$ cat src/rtl/obmux_pkg.sv
package obmux_pkg;

    typedef enum logic [1:0] {
        STRAP_LOW  = 2'd0,
        STRAP_CLK  = 2'd1,
        STRAP_NCLK = 2'd2,
        STRAP_HIGH = 2'd3
    } strap_e;

    typedef enum logic [1:0] {
        RT_NORMAL    = 2'd0,
        RT_DIAG_CUR  = 2'd1,
        RT_DIAG_VOLT = 2'd2,
        RT_DIAG_BOTH = 2'd3
    } route_e;

    typedef struct packed {
        route_e route;
        logic   vpd;
        logic   mux;
    } route_cfg_t;

endpackage

$ cat src/rtl/obmux_cfg.sv
module obmux_cfg
    import obmux_pkg::*;
#(
    parameter int unsigned PICK_W = 2,
    localparam int unsigned SEL_W = 2 + 2 * PICK_W
) (
    input  logic              soft_mode,
    input  logic [1:0]        strap,
    input  logic [SEL_W-1:0]  test_sel,
    input  logic              volt_pd,
    input  logic              mux_en,
    output route_cfg_t        cfg,
    output logic [PICK_W-1:0] pick_c,
    output logic [PICK_W-1:0] pick_v
);

    always_comb begin
        cfg    = '{route: RT_NORMAL, vpd: 1'b0, mux: 1'b0};
        pick_c = '0;
        pick_v = '0;
        if (soft_mode) begin
            cfg.route = route_e'(test_sel[SEL_W-1 -: 2]);
            cfg.vpd   = volt_pd;
            cfg.mux   = mux_en;
            pick_c    = test_sel[PICK_W-1:0];
            pick_v    = test_sel[2*PICK_W-1:PICK_W];
        end else begin
            unique case (strap_e'(strap))
                STRAP_LOW:  cfg.mux = 1'b1;
                STRAP_CLK,
                STRAP_NCLK: cfg.vpd = 1'b1;
                default:    cfg.vpd = 1'b0;
            endcase
        end
    end

endmodule

$ cat src/rtl/obmux_capture.sv
module obmux_capture #(
    parameter int unsigned DIAG_N = 4,
    localparam int unsigned W = 2 + 2 * DIAG_N
) (
    input  logic              clk,
    input  logic              rst_n,
    input  logic              bs_cur,
    input  logic              bs_volt,
    input  logic [DIAG_N-1:0] diag_c,
    input  logic [DIAG_N-1:0] diag_v,
    output logic              cur_q,
    output logic              volt_q,
    output logic [DIAG_N-1:0] dc_q,
    output logic [DIAG_N-1:0] dv_q
);

    typedef struct packed {
        logic [DIAG_N-1:0] dv;
        logic [DIAG_N-1:0] dc;
        logic              volt;
        logic              cur;
    } tap_t;

    tap_t tap_d, tap_q;

    always_comb begin
        tap_d.cur  = bs_cur;
        tap_d.volt = bs_volt;
        tap_d.dc   = diag_c;
        tap_d.dv   = diag_v;
    end

    always_ff @(posedge clk or negedge rst_n) begin
        if (!rst_n) tap_q <= tap_t'({W{1'b0}});
        else        tap_q <= tap_d;
    end

    assign cur_q  = tap_q.cur;
    assign volt_q = tap_q.volt;
    assign dc_q   = tap_q.dc;
    assign dv_q   = tap_q.dv;

endmodule

$ cat src/rtl/obmux_pick.sv
module obmux_pick #(
    parameter int unsigned N  = 4,
    parameter int unsigned SW = 2
) (
    input  logic [N-1:0]  src,
    input  logic [SW-1:0] sel,
    output logic          bit_o
);

    logic [N-1:0] hit;

    generate
        for (genvar i = 0; i < N; i++) begin : g_hit
            assign hit[i] = src[i] & (sel == SW'(i));
        end
    endgenerate

    assign bit_o = |hit;

endmodule

$ cat src/rtl/obmux_route.sv
module obmux_route
    import obmux_pkg::*;
(
    input  route_cfg_t cfg,
    input  logic       phase,
    input  logic       cur,
    input  logic       volt,
    input  logic       diag_cur,
    input  logic       diag_volt,
    output logic       dat,
    output logic       dat_n
);

    logic norm_p, norm_s;

    always_comb begin
        if (cfg.vpd) begin
            norm_p = cur;
            norm_s = ~cur;
        end else if (cfg.mux) begin
            norm_p = phase ? volt : cur;
            norm_s = ~norm_p;
        end else begin
            norm_p = volt;
            norm_s = cur;
        end
    end

    always_comb begin
        unique case (cfg.route)
            RT_DIAG_CUR:  begin dat = norm_p;    dat_n = diag_cur; end
            RT_DIAG_VOLT: begin dat = diag_volt; dat_n = norm_s;   end
            RT_DIAG_BOTH: begin dat = diag_volt; dat_n = diag_cur; end
            default:      begin dat = norm_p;    dat_n = norm_s;   end
        endcase
    end

endmodule

$ cat src/rtl/obmux_top.sv
module obmux_top
    import obmux_pkg::*;
#(
    parameter int unsigned DIAG_N = 4,
    localparam int unsigned PICK_W = (DIAG_N > 1) ? $clog2(DIAG_N) : 1,
    localparam int unsigned SEL_W  = 2 + 2 * PICK_W
) (
    input  logic              clk,
    input  logic              rst_n,
    input  logic              soft_mode,
    input  logic [1:0]        strap,
    input  logic [SEL_W-1:0]  test_sel,
    input  logic              volt_pd,
    input  logic              mux_en,
    input  logic              bs_cur,
    input  logic              bs_volt,
    input  logic [DIAG_N-1:0] diag_c,
    input  logic [DIAG_N-1:0] diag_v,
    output logic              dat,
    output logic              dat_n
);

    route_cfg_t        cfg;
    logic [PICK_W-1:0] pick_c, pick_v;
    logic              cur_q, volt_q;
    logic [DIAG_N-1:0] dc_q, dv_q;
    logic              dsel_c, dsel_v;

    obmux_cfg #(.PICK_W(PICK_W)) u_cfg (
        .soft_mode (soft_mode),
        .strap     (strap),
        .test_sel  (test_sel),
        .volt_pd   (volt_pd),
        .mux_en    (mux_en),
        .cfg       (cfg),
        .pick_c    (pick_c),
        .pick_v    (pick_v)
    );

    obmux_capture #(.DIAG_N(DIAG_N)) u_cap (
        .clk     (clk),
        .rst_n   (rst_n),
        .bs_cur  (bs_cur),
        .bs_volt (bs_volt),
        .diag_c  (diag_c),
        .diag_v  (diag_v),
        .cur_q   (cur_q),
        .volt_q  (volt_q),
        .dc_q    (dc_q),
        .dv_q    (dv_q)
    );

    obmux_pick #(.N(DIAG_N), .SW(PICK_W)) u_pick_c (
        .src   (dc_q),
        .sel   (pick_c),
        .bit_o (dsel_c)
    );

    obmux_pick #(.N(DIAG_N), .SW(PICK_W)) u_pick_v (
        .src   (dv_q),
        .sel   (pick_v),
        .bit_o (dsel_v)
    );

    obmux_route u_route (
        .cfg       (cfg),
        .phase     (clk),
        .cur       (cur_q),
        .volt      (volt_q),
        .diag_cur  (dsel_c),
        .diag_volt (dsel_v),
        .dat       (dat),
        .dat_n     (dat_n)
    );

endmodule

$ cat config.mk
export PLATFORM = sky130hd
export DESIGN_NAME = obmux_top
export DESIGN_NICKNAME = d
export VERILOG_FILES = /design/src/rtl/obmux_pkg.sv /design/src/rtl/obmux_cfg.sv /design/src/rtl/obmux_capture.sv /design/src/rtl/obmux_pick.sv /design/src/rtl/obmux_route.sv /design/src/rtl/obmux_top.sv
export SDC_FILE = /design/constraint.sdc
export NUM_CORES = 1
export LEC_CHECK = 0
export ABC_AREA = 1
export CORE_AREA = 2 2 39 41
export DETAILED_ROUTE_END_ITERATION = 7
export DIE_AREA = 0 0 41 43
export GPL_ROUTABILITY_DRIVEN = 1
export MAX_ROUTING_LAYER = met4
export PLACE_DENSITY_LB_ADDON = 0.3
export SYNTH_ARGS = -nofsm -noshare
export SYNTH_HDL_FRONTEND = slang
export SYNTH_SLANG_ARGS = --single-unit
$ cat constraint.sdc
create_clock -name clk -period 3.19 [get_ports clk]
set_clock_uncertainty 0.05 [all_clocks]
set_input_delay 0.638 -clock clk [delete_from_list [all_inputs] [get_ports clk]]
set_output_delay 0.638 -clock clk [all_outputs]
set_load 0.05 [all_outputs]
# Word-level counts from Yosys, hierarchy flattened

Cells that the tools add are included.

Register bits: 10
Bits in latches: 0
Memory bits (writable): 0
Bits in read-only memories: 0
Input port bits: 23
Output and inout port bits: 2
Word-level logic and storage cells: 46
Memories kept: 0

Add/subtract/negate cells: 0
Multipliers: 0
Divide/modulo/power cells: 0
Order comparisons: 0
Eq/ne operators: 11
Shift operators: 0
Mux-type cells: 13
Bitwise gates (word level): 10
Reduce and logical (&&, ||, !) cells: 8

Operator list:

| kind                                                | count |
|---|---|
| equality test 2 bit, second input constant          | 7 |
| 2-to-1 mux 1 bit                                    | 9 |
| AND 1 bit                                           | 8 |
| equality test 2 x 1 -> 1 bit, second input constant | 4 |
| 2-to-1 mux 2 bit                                    | 4 |
| OR reduction 4 bit                                  | 2 |
| logical NOT 2 bit                                   | 3 |
| OR reduction 2 bit                                  | 3 |
| NOT 1 bit                                           | 2 |

# Logic depth before layout (Yosys ltp)

Depth after elaboration: 7
Mapped depth: 8
Depth with buffers taken out: 8

# By module

From an unflattened synthesis, not the netlist that was laid out.

Cell total of the unflattened synthesis: 82
Area, all modules: 559.3 sq um

Modules (own cells, without submodules):

| module        | instances | cells each | area an instance (sq um) | seq. area each (sq um) |
|---|---|---|---|---|
| obmux_capture | 1         | 10         | 250.2                    | 250.2 |
| obmux_route   | 1         | 23         | 103.8                    | 0.0 |
| obmux_cfg     | 1         | 23         | 102.6                    | 0.0 |
| obmux_pick    | 2         | 13         | 51.3                     | 0.0 |

==> results.json <==
{
  "ios": 25,
  "cp_common_cell": "nand2_1",
  "crit_fanout": 7,
  "synthFlopType": "dfrtp_1",
  "grt_usage": 0.179,
  "path_cells": "buf_4, inv_1, nand2_1, nand2_1, nand2_1, nand2_1, nand2_1, a21oi_2, buf_6",
  "synth-edff-count": 0,
  "swShare": 0.317,
  "yosysWarnings": 0,
  "wirelength_met1_microns": 390,
  "path_class": "clk2out",
  "crit_path_end_kind": "output pin",
  "wl_met2_microns": 548,
  "leakage_nw": 0.433,
  "syn_nets": 88,
  "core-area_sq_um": 1380,
  "rsz0062_at_grt": "false",
  "drt_first_pass_iters": 3,
  "synthArstFlopShare": 1.00,
  "synth_top_area_frac": 0.494,
  "route.met3.wl_microns": 101,
  "synth_top_area_cell": "dfrtp_1",
  "vias": 505,
  "grt_antenna_before_repair": 0,
  "drtIter0Drc": 7,
  "path_buf_inv": 3,
  "power_frac_comb": 0.139,
  "drc": 0,
  "grt_pass1_wl_microns": 1860,
  "dpl.hpwl_microns": 756,
  "synth_seq_cells": 10,
  "die_y_microns": 43,
  "synth.most_common_cell": "nand2_1",
  "synth.distinct_cells": 14,
  "portBuffers": 24,
  "start_kind": "clock port",
  "via_per_inst": 4.47,
  "pwr-share-seq": 0.349,
  "area_growth_syn_to_layout_pct": 65.7,
  "post_cts_buffers": 0,
  "critical_path_arrival_ns": 2.42,
  "top_layer": "met4",
  "power.switching_w": 0.000123,
  "ant_nets": 0,
  "cts_tree": "built",
  "timing_hold_violations_final": 0,
  "yosysSeqAreaShare": 0.494,
  "fin_util": 0.607,
  "std_cell_rows": 14,
  "power_frac_clock": 0.512,
  "intPower_w": 0.000266,
  "path_clk_slew_ns": 0.06,
  "power.density_nw_per_um2": 464,
  "postSynthAreaPerCell_sq_um": 7.92,
  "critPathSlowestCell": "buf_6",
  "synth_cells": 64,
  "worstHoldPathType": "in2async",
  "grt_overflow_total": 0,
  "status": "complete, no violations",
  "wirelength_microns": 1060,
  "dieArea_sq_um": 1760,
  "place_congestion": 0.803,
  "slew-limit-headroom": 0.716,
  "dieWidth_microns": 41,
  "cts_hold_buffers": 0,
  "syn_area_sq_um": 507,
  "required_ns": 2.50,
  "diodes": 0,
  "setup_viol": 0,
  "fin_hold_ws_ns": 0.615,
  "critical_path.max_stage_delay_ns": 0.17,
  "wl_per_cell_microns": 9.42,
  "drv_slew": 0,
  "nets": 121,
  "grt_max_degree": 11,
  "cp_top_family": "buffers and inverters",
  "drv_cap": 0,
  "synth_common_cells": "21 x nand2_1, 10 x dfrtp_1, 10 x inv_1",
  "worstMarginPinSlew_ns": 0.425,
  "drive_above_1_share": 0.165,
  "synthTopCellsByArea": "dfrtp_1 49%, nand2_1 16%, inv_1 7.4%, nand3_1 5.9%, nand2_2 3.7%",
  "ir_worst_vdd_mv": 0.264,
  "start_util": 0.366,
  "grt_pass1_vias": 552
}
[registers in the layout, indices dropped and copies added (netlist names)]
register      cells
u_cap.cur_q       1
u_cap.dc_q        4
u_cap.dv_q        4
u_cap.volt_q      1
[area by class of cell]
| class | count | area (sq um) |
|---|---|---|
| repair buffers | 25 | 243 |
| multi-input cells | 43 | 215 |
| well taps | 16 | 20.0 |
| clock buffers | 9 | 73.8 |
| flip-flops and latches | 10 | 250 |
| fillers | 111 | 544 |
| inverters | 9 | 33.8 |
| clock inverters | 1 | 3.75 |
[cells by family after synthesis]
family / Yosys count / share of synthesized area
flip-flops: 10 / 0.494
AO/OA/AOI/OAI: 7 / 0.0765
adder cells (fa/ha/maj): 1 / 0.0247
buffers and inverters: 11 / 0.0963
AND/OR/NAND/NOR: 35 / 0.309
[power groups by stage]
stage	clock, W	combinational (W)	sequential, W
CTS	0.000205	0.0000550	0.000136
global route	0.000223	0.0000611	0.000136
finish	0.000199	0.0000543	0.000136
global placement	0.0000552	0.0000536	0.000138
floorplan	0.0000463	0.0000201	0.000137
detailed placement	0.0000552	0.0000543	0.000138
[metal layers]
layer  up-vias  track usage
met3         4        0.120
met4         0        0.127
met2        24        0.241
met1       214        0.177
li1        263            -
met5         -            -
[path summary, 6_finish.rpt]
path / startpoint / end / slack (ns) / depth (start not counted)
setup / recovery: clk / dat / 0.08 / 9
hold / removal: rst_n / u_cap.dc_q[0] / 0.61 / 1
max in group asynchronous: rst_n / u_cap.cur_q / 2.03 / 1
min in group clk: diag_v[2] / u_cap.dv_q[2] / 0.75 / 1
[layout by cell type, fill, tap and decap left out]
cell type        count
nand2_2              3
clkbuf_1             2
a21oi_2              1
buf_6                2
a21oi_1              3
inv_1               10
o21ai_0              1
o21ai_1              2
nand2_4              2
dfrtp_1             10
clkdlybuf4s50_1     22
clkbuf_8             1
clkbuf_4             3
ha_1                 1
nand2_1             20
nand4_1              1
nor2_1               3
buf_4                4
nand3_1              6
[through the flow]
| stage | setup TNS (ns) | setup WS, ns | power (W) | instance area (sq um) | cells |
|---|---|---|---|---|---|
| final | 0 | 0.0798 | 0.000389 | 840 | 113 |
| after global placement | -0.417 | -0.256 | 0.000246 | 778 | 106 |
| after detailed placement | -0.418 | -0.257 | 0.000247 | 778 | 106 |
| after floorplan | 0 | 0.142 | 0.000204 | 507 | 64 |
| after CTS | 0 | 0.0299 | 0.000396 | 840 | 113 |
| after global routing | 0 | 0.00467 | 0.000420 | 840 | 113 |
[repair_timing]
action	in CTS	in global routing
pin swaps	5	3
gates resized for setup	17	1
gates cloned	0	0
setup endpoints to repair	10	1
(Power assumes the default switching activity.)
